**src/rtl/tmr_cfg_pkg.sv**
```systemverilog
package tmr_cfg_pkg;

  localparam int AMP_W = 8;
  localparam int THR_W = 3;
  localparam int DC_W  = 5;
  localparam int SEG_W = THR_W + DC_W + 2;

  function automatic int chain_len(input int num_pix);
    return AMP_W + num_pix * SEG_W;
  endfunction

  function automatic int seg_base(input int pix);
    return AMP_W + pix * SEG_W;
  endfunction

  function automatic logic maj3(input logic a, input logic b, input logic c);
    return (a & b) | (a & c) | (b & c);
  endfunction

endpackage

```
**src/rtl/tmr_bank.sv**
```systemverilog
module tmr_bank #(
  parameter int LEN = 48
) (
  input  logic           clk,
  input  logic           rst_n,
  input  logic [LEN-1:0] d,
  output logic [LEN-1:0] q
);

  logic [LEN-1:0] q_r;

  always_ff @(posedge clk or negedge rst_n) begin
    if (!rst_n) q_r <= '0;
    else        q_r <= d;
  end

  assign q = q_r;

endmodule

```
**src/rtl/tmr_voter.sv**
```systemverilog
module tmr_voter #(
  parameter int LEN = 48
) (
  input  logic [LEN-1:0] a,
  input  logic [LEN-1:0] b,
  input  logic [LEN-1:0] c,
  output logic [LEN-1:0] v
);
  import tmr_cfg_pkg::*;

  for (genvar i = 0; i < LEN; i++) begin : g_bit
    assign v[i] = maj3(a[i], b[i], c[i]);
  end

endmodule

```
**src/rtl/pix_decode.sv**
```systemverilog
module pix_decode
  import tmr_cfg_pkg::*;
(
  input  logic [SEG_W-1:0] seg,
  input  logic             cmp,
  output logic [THR_W-1:0] thr,
  output logic [DC_W-1:0]  dc,
  output logic             inj,
  output logic             ext,
  output logic             trig
);

  localparam int DC_LO  = THR_W;
  localparam int INJ_AT = THR_W + DC_W;
  localparam int EXT_AT = INJ_AT + 1;

  always_comb begin
    thr  = seg[THR_W-1:0];
    dc   = seg[DC_LO +: DC_W];
    inj  = seg[INJ_AT];
    ext  = seg[EXT_AT];
    trig = ext ? cmp : 1'b1;
  end

endmodule

```
**src/rtl/tmr_cfg_chain.sv**
```systemverilog
module tmr_cfg_chain
  import tmr_cfg_pkg::*;
#(
  parameter int NUM_PIX = 4
) (
  input  logic                     clk,
  input  logic                     rst_n,
  input  logic                     shift_en,
  input  logic                     sdi,
  output logic                     sdo,
  input  logic [NUM_PIX-1:0]       cmp_in,
  output logic [AMP_W-1:0]         inj_amp,
  output logic [NUM_PIX*THR_W-1:0] thr_trim,
  output logic [NUM_PIX*DC_W-1:0]  dc_trim,
  output logic [NUM_PIX-1:0]       inj_en,
  output logic [NUM_PIX-1:0]       ext_sel,
  output logic [NUM_PIX-1:0]       trig_out
);

  localparam int LEN = chain_len(NUM_PIX);

  logic [2:0][LEN-1:0] bank_q;
  logic [LEN-1:0]      vote;
  logic [LEN-1:0]      next_word;

  assign next_word = shift_en ? {vote[LEN-2:0], sdi} : vote;

  for (genvar k = 0; k < 3; k++) begin : g_copy
    tmr_bank #(.LEN(LEN)) u_bank (
      .clk   (clk),
      .rst_n (rst_n),
      .d     (next_word),
      .q     (bank_q[k])
    );
  end

  tmr_voter #(.LEN(LEN)) u_vote (
    .a (bank_q[0]),
    .b (bank_q[1]),
    .c (bank_q[2]),
    .v (vote)
  );

  assign sdo     = vote[LEN-1];
  assign inj_amp = vote[AMP_W-1:0];

  for (genvar p = 0; p < NUM_PIX; p++) begin : g_pix
    pix_decode u_dec (
      .seg  (vote[seg_base(p) +: SEG_W]),
      .cmp  (cmp_in[p]),
      .thr  (thr_trim[p*THR_W +: THR_W]),
      .dc   (dc_trim[p*DC_W +: DC_W]),
      .inj  (inj_en[p]),
      .ext  (ext_sel[p]),
      .trig (trig_out[p])
    );
  end

endmodule

```
**config.mk**
```make
export PLATFORM = sky130hd
export DESIGN_NAME = tmr_cfg_chain
export DESIGN_NICKNAME = d
export VERILOG_FILES = /design/src/rtl/tmr_cfg_pkg.sv /design/src/rtl/tmr_bank.sv /design/src/rtl/tmr_voter.sv /design/src/rtl/pix_decode.sv /design/src/rtl/tmr_cfg_chain.sv
export SDC_FILE = /design/constraint.sdc
export NUM_CORES = 1
export LEC_CHECK = 0
export CORE_MARGIN = 3
export CORE_UTILIZATION = 40
export CTS_BUF_LIST = sky130_fd_sc_hd__clkbuf_2
export DETAILED_ROUTE_END_ITERATION = 10
export DONT_BUFFER_PORTS = 1
export PLACE_DENSITY_LB_ADDON = 0.15
export SETUP_SLACK_MARGIN = 0.05
export SYNTH_ARGS = -nofsm -noshare
export SYNTH_HDL_FRONTEND = slang
export SYNTH_SLANG_ARGS = --single-unit
```
**constraint.sdc**
```tcl
create_clock -name clk -period 1.6 [get_ports clk]
set_clock_uncertainty 0.15 [all_clocks]
set_input_delay 0.16 -clock clk [delete_from_list [all_inputs] [get_ports clk]]
set_output_delay 0.16 -clock clk [all_outputs]
set_load 0.01 [all_outputs]
```
==> flow_summary_export.csv, run 1 <==
group,metric,value,unit
outcome,status,"complete, but fails checks",
outcome,violations,"hold timing",
sta,fin_crit_sh,96.5,%
cells_and_area,final_cells,177,
cells_and_area,largest_reg_flops,48,
floorplanning,die-area,0.00582,mm²
power_and_ir_drop,seqPwrFrac,65.1,%
power_and_ir_drop,internal_power,2.09,mW
worst_setup_path,critPathBufInv,1,
sta,fmax,648,MHz
power_and_ir_drop,p_leak,1.02,nW
clocking,clk_latency,420,ps
drt,wl_per_cell,17.7,µm
hold_path,hp-class,"in2reg",
clocking,clockBufferDepth,2,
drt,final_antenna_net_count,0,
floorplanning,num_io_pins,61,
sta,rsz0062_at_grt,"yes",
cells_and_area,multi_input_area,693,µm²
worst_setup_path,startpoint_type,"register",
worst_setup_path,slowest_stage,"dlygate4sd3_1",
worst_setup_path,path_cells,"mux2_4, dlygate4sd3_1",
cells_and_area,finish.utilization,45.7,%
worst_setup_path,arrival,1720,ps
place,gp_congestion,0.605,
clocking,ctsHtreeMaxLevel,2,
floorplanning,core-area,0.00456,mm²
cells_and_area,syn2layout_area_growth,5.51,%
place,hpwl,1.99,mm
power_and_ir_drop,switching_share,31.5,%
cells_and_area,fillers,412,
cells_and_area,drive_above_1_share,52.7,%
sta,worst_pin_slew,253,ps
power_and_ir_drop,pwr_density_cell,1460,mW/mm²
sta,min_period,1540,ps
worst_setup_path,cp_top_family,"buffers and inverters",
global_route,grt_pass1_wl,5.37,mm
drt,vias_per_cell,4.92,
cells_and_area,n_antenna_cell,0,
clocking,clk_pin_slew,250,ps
sta,finalHoldWorstSlack,-271,ps
global_route,grt_pass1_vias,1033,
cells_and_area,fin_nets,119,
logic_synthesis,avgSynthCellArea,16.9,µm²
worst_setup_path,max_stage_delay,550,ps
place,numPortBuffers,0,
power_and_ir_drop,power,3.05,mW
cells_and_area,seq_area,0.00120,mm²
clocking,cts_tree,"done",
sta,setup_tns,0,ps
clocking,cts_setup_buffers,0,
cells_and_area,final_area,0.00208,mm²
power_and_ir_drop,clock_power_share,16.2,%
logic_synthesis,ys_seq_elements,48,
sta,maxSlewViolCount,0,
logic_synthesis,synth.distinct_cells,7,
logic_synthesis,yosysSeqAreaShare,60.8,%
worst_setup_path,cp-end-kind,"register",
global_route,grt_use_total,11.5,%
worst_setup_path,cp_max_fo,3,
drt,drc,0,
drt,wirelength,3.13,mm
power_and_ir_drop,peakVddDrop,0.000622,V
worst_setup_path,required,1770,ps
clocking,numCtsBuffers,5,
floorplanning,die_h,76.3,µm
clocking,clock-sinks,48,
floorplanning,start_util,43.3,%
drt,drt_iter0_markers,37,
power_and_ir_drop,combPwrFrac,18.7,%
flow_run,cap_violations,0,
sta,setup_viol,0,
clocking,cts_root_buffer,"clkbuf_2",
sta,finalHoldViolations,47,
floorplanning,num_rows,24,
logic_synthesis,syn_area,0.00198,mm²
global_route,grt_max_degree,49,
place,dp.cells,165,
logic_synthesis,yosysWarnings,0,
drt,num_vias,870,
worst_setup_path,worstSetupPathType,"reg2reg",
clocking,cts_hold_buf,18,
drt,first_pass_iters,2,
place,place_area,0.00192,mm²
global_route,grt_antenna_before_repair,0,
sta,max_slew_margin,83.1,%
global_route,gr-total-overflow,0,
logic_synthesis,syn_inst,117,
logic_synthesis,syn_nets,125,
floorplanning,die_x,76.3,µm
power_and_ir_drop,switchingPower,0.961,mW
[power by group through the flow]
stage / Combinational [mW] / Sequential (mW) / Clock, mW
after floorplan: 0.542 / 1.89 / 0
after global placement: 0.415 / 2.00 / 0
after detailed placement: 0.432 / 2.01 / 0
after CTS: 0.695 / 1.98 / 0.535
after global routing: 0.640 / 2.05 / 0.587
final: 0.570 / 1.99 / 0.495
[worst paths after layout]
check	end	slack, ps	cells after the start	from
setup / recovery	g_copy[2].u_bank.q[13]	60	2	g_copy[2].u_bank.q[13]
hold / removal	g_copy[2].u_bank.q[42]	-270	1	shift_en
setup reg to reg	g_copy[2].u_bank.q[13]	60	2	g_copy[2].u_bank.q[13]
hold reg to reg	g_copy[2].u_bank.q[6]	460	1	g_copy[2].u_bank.q[5]
max in group asynchronous	g_copy[2].u_bank.q[13]	1010	2	rst_n
min in group asynchronous	g_copy[2].u_bank.q[28]	50	2	rst_n
[what timing repair did]
action / CTS / global route
hold endpoints to repair: 96 / 47
setup endpoints to repair: 0 / 15
gates resized for setup: 0 / 16
[cells in the final DEF (no fill, tap or decap)]
cell,netlist,routed
dfrtp_2,0,2
mux2_4,20,34
clkinv_4,0,1
nand2b_1,4,4
clkbuf_2,0,5
buf_16,0,1
dlygate4sd3_1,0,3
clkinvlp_4,0,2
dfrtp_1,48,46
mux2_2,28,14
[cell usage after synthesis, drive strengths merged]
cell type / instances / area share [%]
nand2b: 4 / 1.3
buf: 17 / 6.8
mux2: 48 / 31
dfrtp: 48 / 61
[metrics by stage]
stage,worst slack [ps],hold WS (ps)
after floorplan,587,-286
after global placement,591,-284
after detailed placement,570,-285
after CTS,61.6,-317
after global routing,14.4,-344
final,56.1,-271
[cell type report]
| cell class | count | share of cell area [%] |
|---|---|---|
| Clock inverter | 3 | 1.14 |
| Multi-Input combinational cell | 52 | 33.3 |
| Timing Repair Buffer | 4 | 2.76 |
| Clock buffer | 5 | 1.20 |
| Sequential cell | 48 | 57.7 |
| Tap cell | 65 | 3.90 |
[layer usage]
metal | vias to the layer above | GRT usage [%] | share of wire, %
met1 | 449 | 13.4 | 41
met5 | - | 0 | 0
met2 | 39 | 18.0 | 48
met4 | 0 | 5.43 | 1.4
li1 | 375 | - | -
met3 | 7 | 5.32 | 9.4
[cells by family (layout without fill, tap and decap cells)]
family	Yosys count	in the layout	share of synthesized area, %
buffers and inverters	17	12	6.78
AND/OR/NAND/NOR	4	4	1.27
flip-flops	48	48	60.8
multiplexers	48	48	31.2
No activity file was read; power rests on OpenSTA's default activity.
==> inputs of run 2 (changes only) <==
- CORE_UTILIZATION: 40 -> 60
==> run 2 against run 1 <==
  * The flow still finishes with violations (hold timing)
  * Sequential power barely moved
  * Core utilization grew 21 points
  * Hold slack better by 40 ps
  * Routed wire length fell by 4.5%
  * Largest cell class unchanged
==> flow_summary_export.csv, run 2 (synthesis results as in run 1) <==
group,metric,value,unit
sta,worst_pin_slew,238,ps
cells_and_area,drive_above_1_share,54.9,%
power_and_ir_drop,clock_power_share,15.1,%
worst_setup_path,r2r-start,"g_copy[2].u_bank.q[40]",
floorplanning,die_x,63.4,µm
power_and_ir_drop,switching_share,30.9,%
floorplanning,start_util,63.7,%
worst_setup_path,cp_max_fo,3,
floorplanning,die_h,63.4,µm
drt,drc,0,
power_and_ir_drop,p_leak,1.02,nW
sta,min_period,1530,ps
drt,drt_iter0_markers,37,
clocking,clockBufferDepth,2,
floorplanning,num_io_pins,61,
power_and_ir_drop,internal_power,2.06,mW
outcome,violations,"hold timing",
sta,fin_crit_sh,95.9,%
flow_run,cap_violations,0,
clocking,numCtsBuffers,5,
clocking,cts_hold_buf,25,
place,gp_congestion,0.564,
hold_path,hp-class,"in2reg",
drt,wl_per_cell,19.0,µm
worst_setup_path,ff2ff_setup_slack,70,ps
global_route,gr-total-overflow,0,
drt,final_antenna_net_count,0,
sta,setup_tns,0,ps
clocking,cts_tree,"done",
cells_and_area,fin_nets,120,
sta,maxSlewViolCount,0,
sta,max_slew_margin,84.1,%
cells_and_area,largest_reg_flops,48,
power_and_ir_drop,switchingPower,0.924,mW
power_and_ir_drop,peakVddDrop,0.000942,V
cells_and_area,final_common_cell,"dfrtp_1",
cells_and_area,final_cell_mix,"42 x dfrtp_1, 32 x mux2_4, 16 x mux2_2, 7 x clkbuf_2, 6 x dfrtp_2",
sta,setup_viol,0,
global_route,grt_antenna_before_repair,0,
sta,rsz0062_at_grt,"yes",
cells_and_area,n_antenna_cell,0,
worst_setup_path,crit_path_start,"g_copy[2].u_bank.q[40]",
worst_setup_path,r2r_cells,2,
global_route,grt_pass1_vias,1078,
worst_setup_path,required,1740,ps
worst_setup_path,startpoint_type,"register",
global_route,grt_max_degree,49,
clocking,clock-sinks,48,
drt,wirelength,2.99,mm
power_and_ir_drop,seqPwrFrac,67.1,%
clocking,clk_pin_slew,200,ps
clocking,cts_root_buffer,"clkbuf_2",
worst_setup_path,r2r_end,"g_copy[2].u_bank.q[41]",
floorplanning,die-area,0.00402,mm²
worst_setup_path,arrival,1680,ps
cells_and_area,fillers,245,
global_route,grt_pass1_wl,5.39,mm
place,hpwl,1.85,mm
sta,finalHoldWorstSlack,-231,ps
clocking,ctsHtreeMaxLevel,2,
sta,finalHoldViolations,46,
global_route,grt_use_total,17.7,%
clocking,clk_latency,380,ps
sta,fmax,652,MHz
drt,vias_per_cell,5.52,
place,numPortBuffers,0,
worst_setup_path,cp-end-kind,"register",
floorplanning,core-area,0.00310,mm²
drt,num_vias,866,
floorplanning,num_rows,20,
outcome,status,"complete, but fails checks",
worst_setup_path,endpoint,"g_copy[2].u_bank.q[41]",
drt,first_pass_iters,4,
worst_setup_path,worstSetupPathType,"reg2reg",
cells_and_area,syn2layout_area_growth,4.05,%
power_and_ir_drop,pwr_density_cell,1450,mW/mm²
power_and_ir_drop,combPwrFrac,17.8,%
[run 2: power by group through the flow]
stage	Combinational [mW]	Sequential, mW	Clock (mW)
floorplan	0.542	1.89	0
CTS	0.724	1.99	0.472
detailed placement	0.437	2.02	0
global route	0.616	2.07	0.515
global placement	0.413	1.98	0
finish	0.531	2.01	0.450
[run 2: per-stage QoR]
step | area [µm²] | std cells | setup WS [ps] | util [%] | power, mW
after detailed placement | 1900 | 144 | 590 | 61.1 | 2.45
after global routing | 2060 | 157 | 22.0 | 66.3 | 3.20
final | 2060 | 157 | 65.2 | 66.3 | 2.99
after floorplan | 1980 | 117 | 587 | - | 2.43
after CTS | 2200 | 177 | 57.8 | 71.0 | 3.18
after global placement | 1900 | 144 | 592 | 61.1 | 2.40
[run 2: how the worst min path moves through the flow]
stage | start | end | cells after the start
5_1_grt | shift_en | g_copy[2].u_bank.q[38] | 1
6_report | shift_en | g_copy[2].u_bank.q[6] | 1
2_1_floorplan | rst_n | g_copy[2].u_bank.q[0] | 0
3_5_place_dp | rst_n | g_copy[2].u_bank.q[31] | 0
3_3_place_gp | rst_n | g_copy[2].u_bank.q[31] | 0
4_1_cts | shift_en | g_copy[2].u_bank.q[23] | 1
[run 2: area by class of cell]
class                           count  area, µm²  area share (%)
Sequential cell                    48       1210            58.8
Multi-Input combinational cell     52        686            33.4
Timing Repair Buffer                5       67.6            3.29
Tap cell                           44       55.1            2.68
Clock buffer                        7       35.0            1.70
Clock inverter                      1       3.75           0.183
[run 2: routing by layer]
metal  global-route usage, %  routed length (µm)  up-vias
met5                       0                   0        -
met4                    7.28                  31        0
met2                    28.4                1430       48
met3                    8.38                 324        4
met1                    20.2                1200      439
li1                        -                   -      375
[run 2: repair_timing]
action	in CTS	in global routing
endpoints found under the hold margin	96	46
gates resized for setup	0	18
endpoints found under the setup margin	0	22
setup buffers	0	0
[run 2: critical path, cell delays in order, from the launching register on]
cell	delay, ps
dfrtp_2	490
mux2_2	260
dlygate4sd3_1	550
==> inputs of run 3 (changes only) <==
- CORE_UTILIZATION: 60 -> 45
- SLEW_MARGIN: unset -> 15
- clock period: 1.6 -> 1.87 ns (I/O delays scaled with it)
==> run 3 against run 2 <==
  * The run now ends clean
  * Via count rose by 8.5%
  * Clock power fell by 16%
  * Critical path depth unchanged
  * Register-to-register slack better by 220 ps
==> flow_summary_export.csv, run 3 (synthesis results as in run 1) <==
group,metric,value,unit
power_and_ir_drop,pwr_density_cell,1220,mW/mm²
floorplanning,num_io_pins,61,
worst_setup_path,required,2020,ps
cells_and_area,final_common_cell,"dfrtp_1",
drt,drt_iter0_markers,21,
sta,layout_setup_ws,286,ps
worst_setup_path,r2r_cells,2,
global_route,grt_pass1_wl,5.07,mm
global_route,grt_max_degree,49,
sta,max_slew_margin,83.6,%
clocking,cts_resized,0,
place,hpwl,1.74,mm
cells_and_area,drive_above_1_share,45.2,%
worst_setup_path,cp-end-kind,"register",
sta,setup_viol,0,
sta,rsz0062_at_grt,"no",
sta,finalHoldViolations,0,
cells_and_area,final_cell_mix,"48 x dfrtp_1, 28 x mux2_2, 20 x mux2_4, 17 x dlygate4sd3_1, 6 x clkbuf_2",
power_and_ir_drop,peakVddDrop,0.000585,V
clocking,clk_pin_slew,210,ps
floorplanning,die_x,72.3,µm
drt,vias_per_cell,5.34,
outcome,status,"finished, final reports clean",
sta,worst_pin_slew,246,ps
clocking,clockBufferDepth,2,
place,place_ws,851,ps
global_route,grt_pass1_vias,993,
worst_setup_path,startpoint_type,"register",
clocking,numCtsBuffers,5,
cells_and_area,largest_reg_flops,48,
drt,num_vias,940,
clocking,ctsHtreeMaxLevel,2,
floorplanning,num_rows,23,
drt,wl_per_cell,17.0,µm
cells_and_area,final_area,0.00216,mm²
worst_setup_path,worstSetupPathType,"reg2reg",
clocking,clock-sinks,48,
sta,setup_tns,0,ps
drt,final_antenna_net_count,0,
global_route,grt_antenna_before_repair,0,
clocking,cts_root_buffer,"clkbuf_2",
cells_and_area,multi_input_area,641,µm²
place,place_area,0.00190,mm²
cells_and_area,final_cells,176,
clocking,cts_tree,"done",
power_and_ir_drop,p_leak,1.05,nW
sta,maxSlewViolCount,0,
floorplanning,core-area,0.00412,mm²
floorplanning,die-area,0.00522,mm²
sta,fmax,631,MHz
cells_and_area,syn2layout_area_growth,9.18,%
drt,first_pass_iters,2,
clocking,clk_latency,380,ps
place,gp_congestion,0.669,
worst_setup_path,arrival,1730,ps
sta,fin_crit_sh,84.7,%
cells_and_area,finish.utilization,52.4,%
sta,min_period,1580,ps
worst_setup_path,cp_max_fo,4,
hold_path,whs_path_depth,2,
drt,drc,0,
floorplanning,die_h,72.3,µm
floorplanning,start_util,48.0,%
flow_run,cap_violations,0,
sta,finalHoldWorstSlack,51.5,ps
cells_and_area,fillers,346,
cells_and_area,seq_area,0.00120,mm²
drt,wirelength,2.99,mm
place,numPortBuffers,0,
global_route,gr-total-overflow,0,
place,dp.cells,150,
hold_path,hp-class,"in2reg",
global_route,grt_use_total,12.6,%
cells_and_area,fin_nets,134,
power_and_ir_drop,power,2.64,mW
cells_and_area,n_antenna_cell,0,
-- run 3: cell count changes in the layout (fill, tap and decap cells not counted), moves of 6 or more --
cell	delta
mux2_4	-12
dfrtp_2	-6
mux2_2	+12
dfrtp_1	+6
dlygate4sd3_1	+13
-- run 3: power breakdown --
group          internal, mW  switching, mW  leakage (nW)
combinational         0.440          0.141         0.397
sequential             1.31          0.374         0.621
clock                0.0895          0.289        0.0288
-- run 3: area by class of cell --
class                      count  share of cell area (%)
multi-input combinational     52                    29.7
clock buffer                   6                    1.39
tap                           50                    2.90
sequential                    48                    55.7
clock inverter                 1                   0.232
timing repair buffer          19                    10.1
-- run 3: metal layers --
metal	vias to the layer above	wire (µm)	track usage, %
met2	37	1470	18.9
met3	5	279	6.79
met4	0	44	4.38
met1	488	1190	15.4
li1	410	-	-
met5	-	0	0
-- run 3: timing repair --
action | CTS | global route
setup endpoints to repair | 0 | 0
hold endpoints to repair | 96 | 0
hold buffers | 19 | 0
setup buffers | 0 | 0
-- run 3: critical path, cell delays in order, from the launching register on --
cell and delay [ps]:
dfrtp_1 510, mux2_2 290, dlygate4sd3_1 550
-- run 3: final timing paths --
kind                                              from                endpoint  slack (ps)
worst max-delay path            g_copy[2].u_bank.q[47]  g_copy[2].u_bank.q[47]         290
worst min-delay path                          shift_en  g_copy[2].u_bank.q[25]          50
worst max register to register  g_copy[2].u_bank.q[47]  g_copy[2].u_bank.q[47]         290
worst min register to register  g_copy[2].u_bank.q[15]  g_copy[2].u_bank.q[15]         480
max in group asynchronous                        rst_n  g_copy[2].u_bank.q[18]        1240
min in group asynchronous                        rst_n  g_copy[2].u_bank.q[25]         130
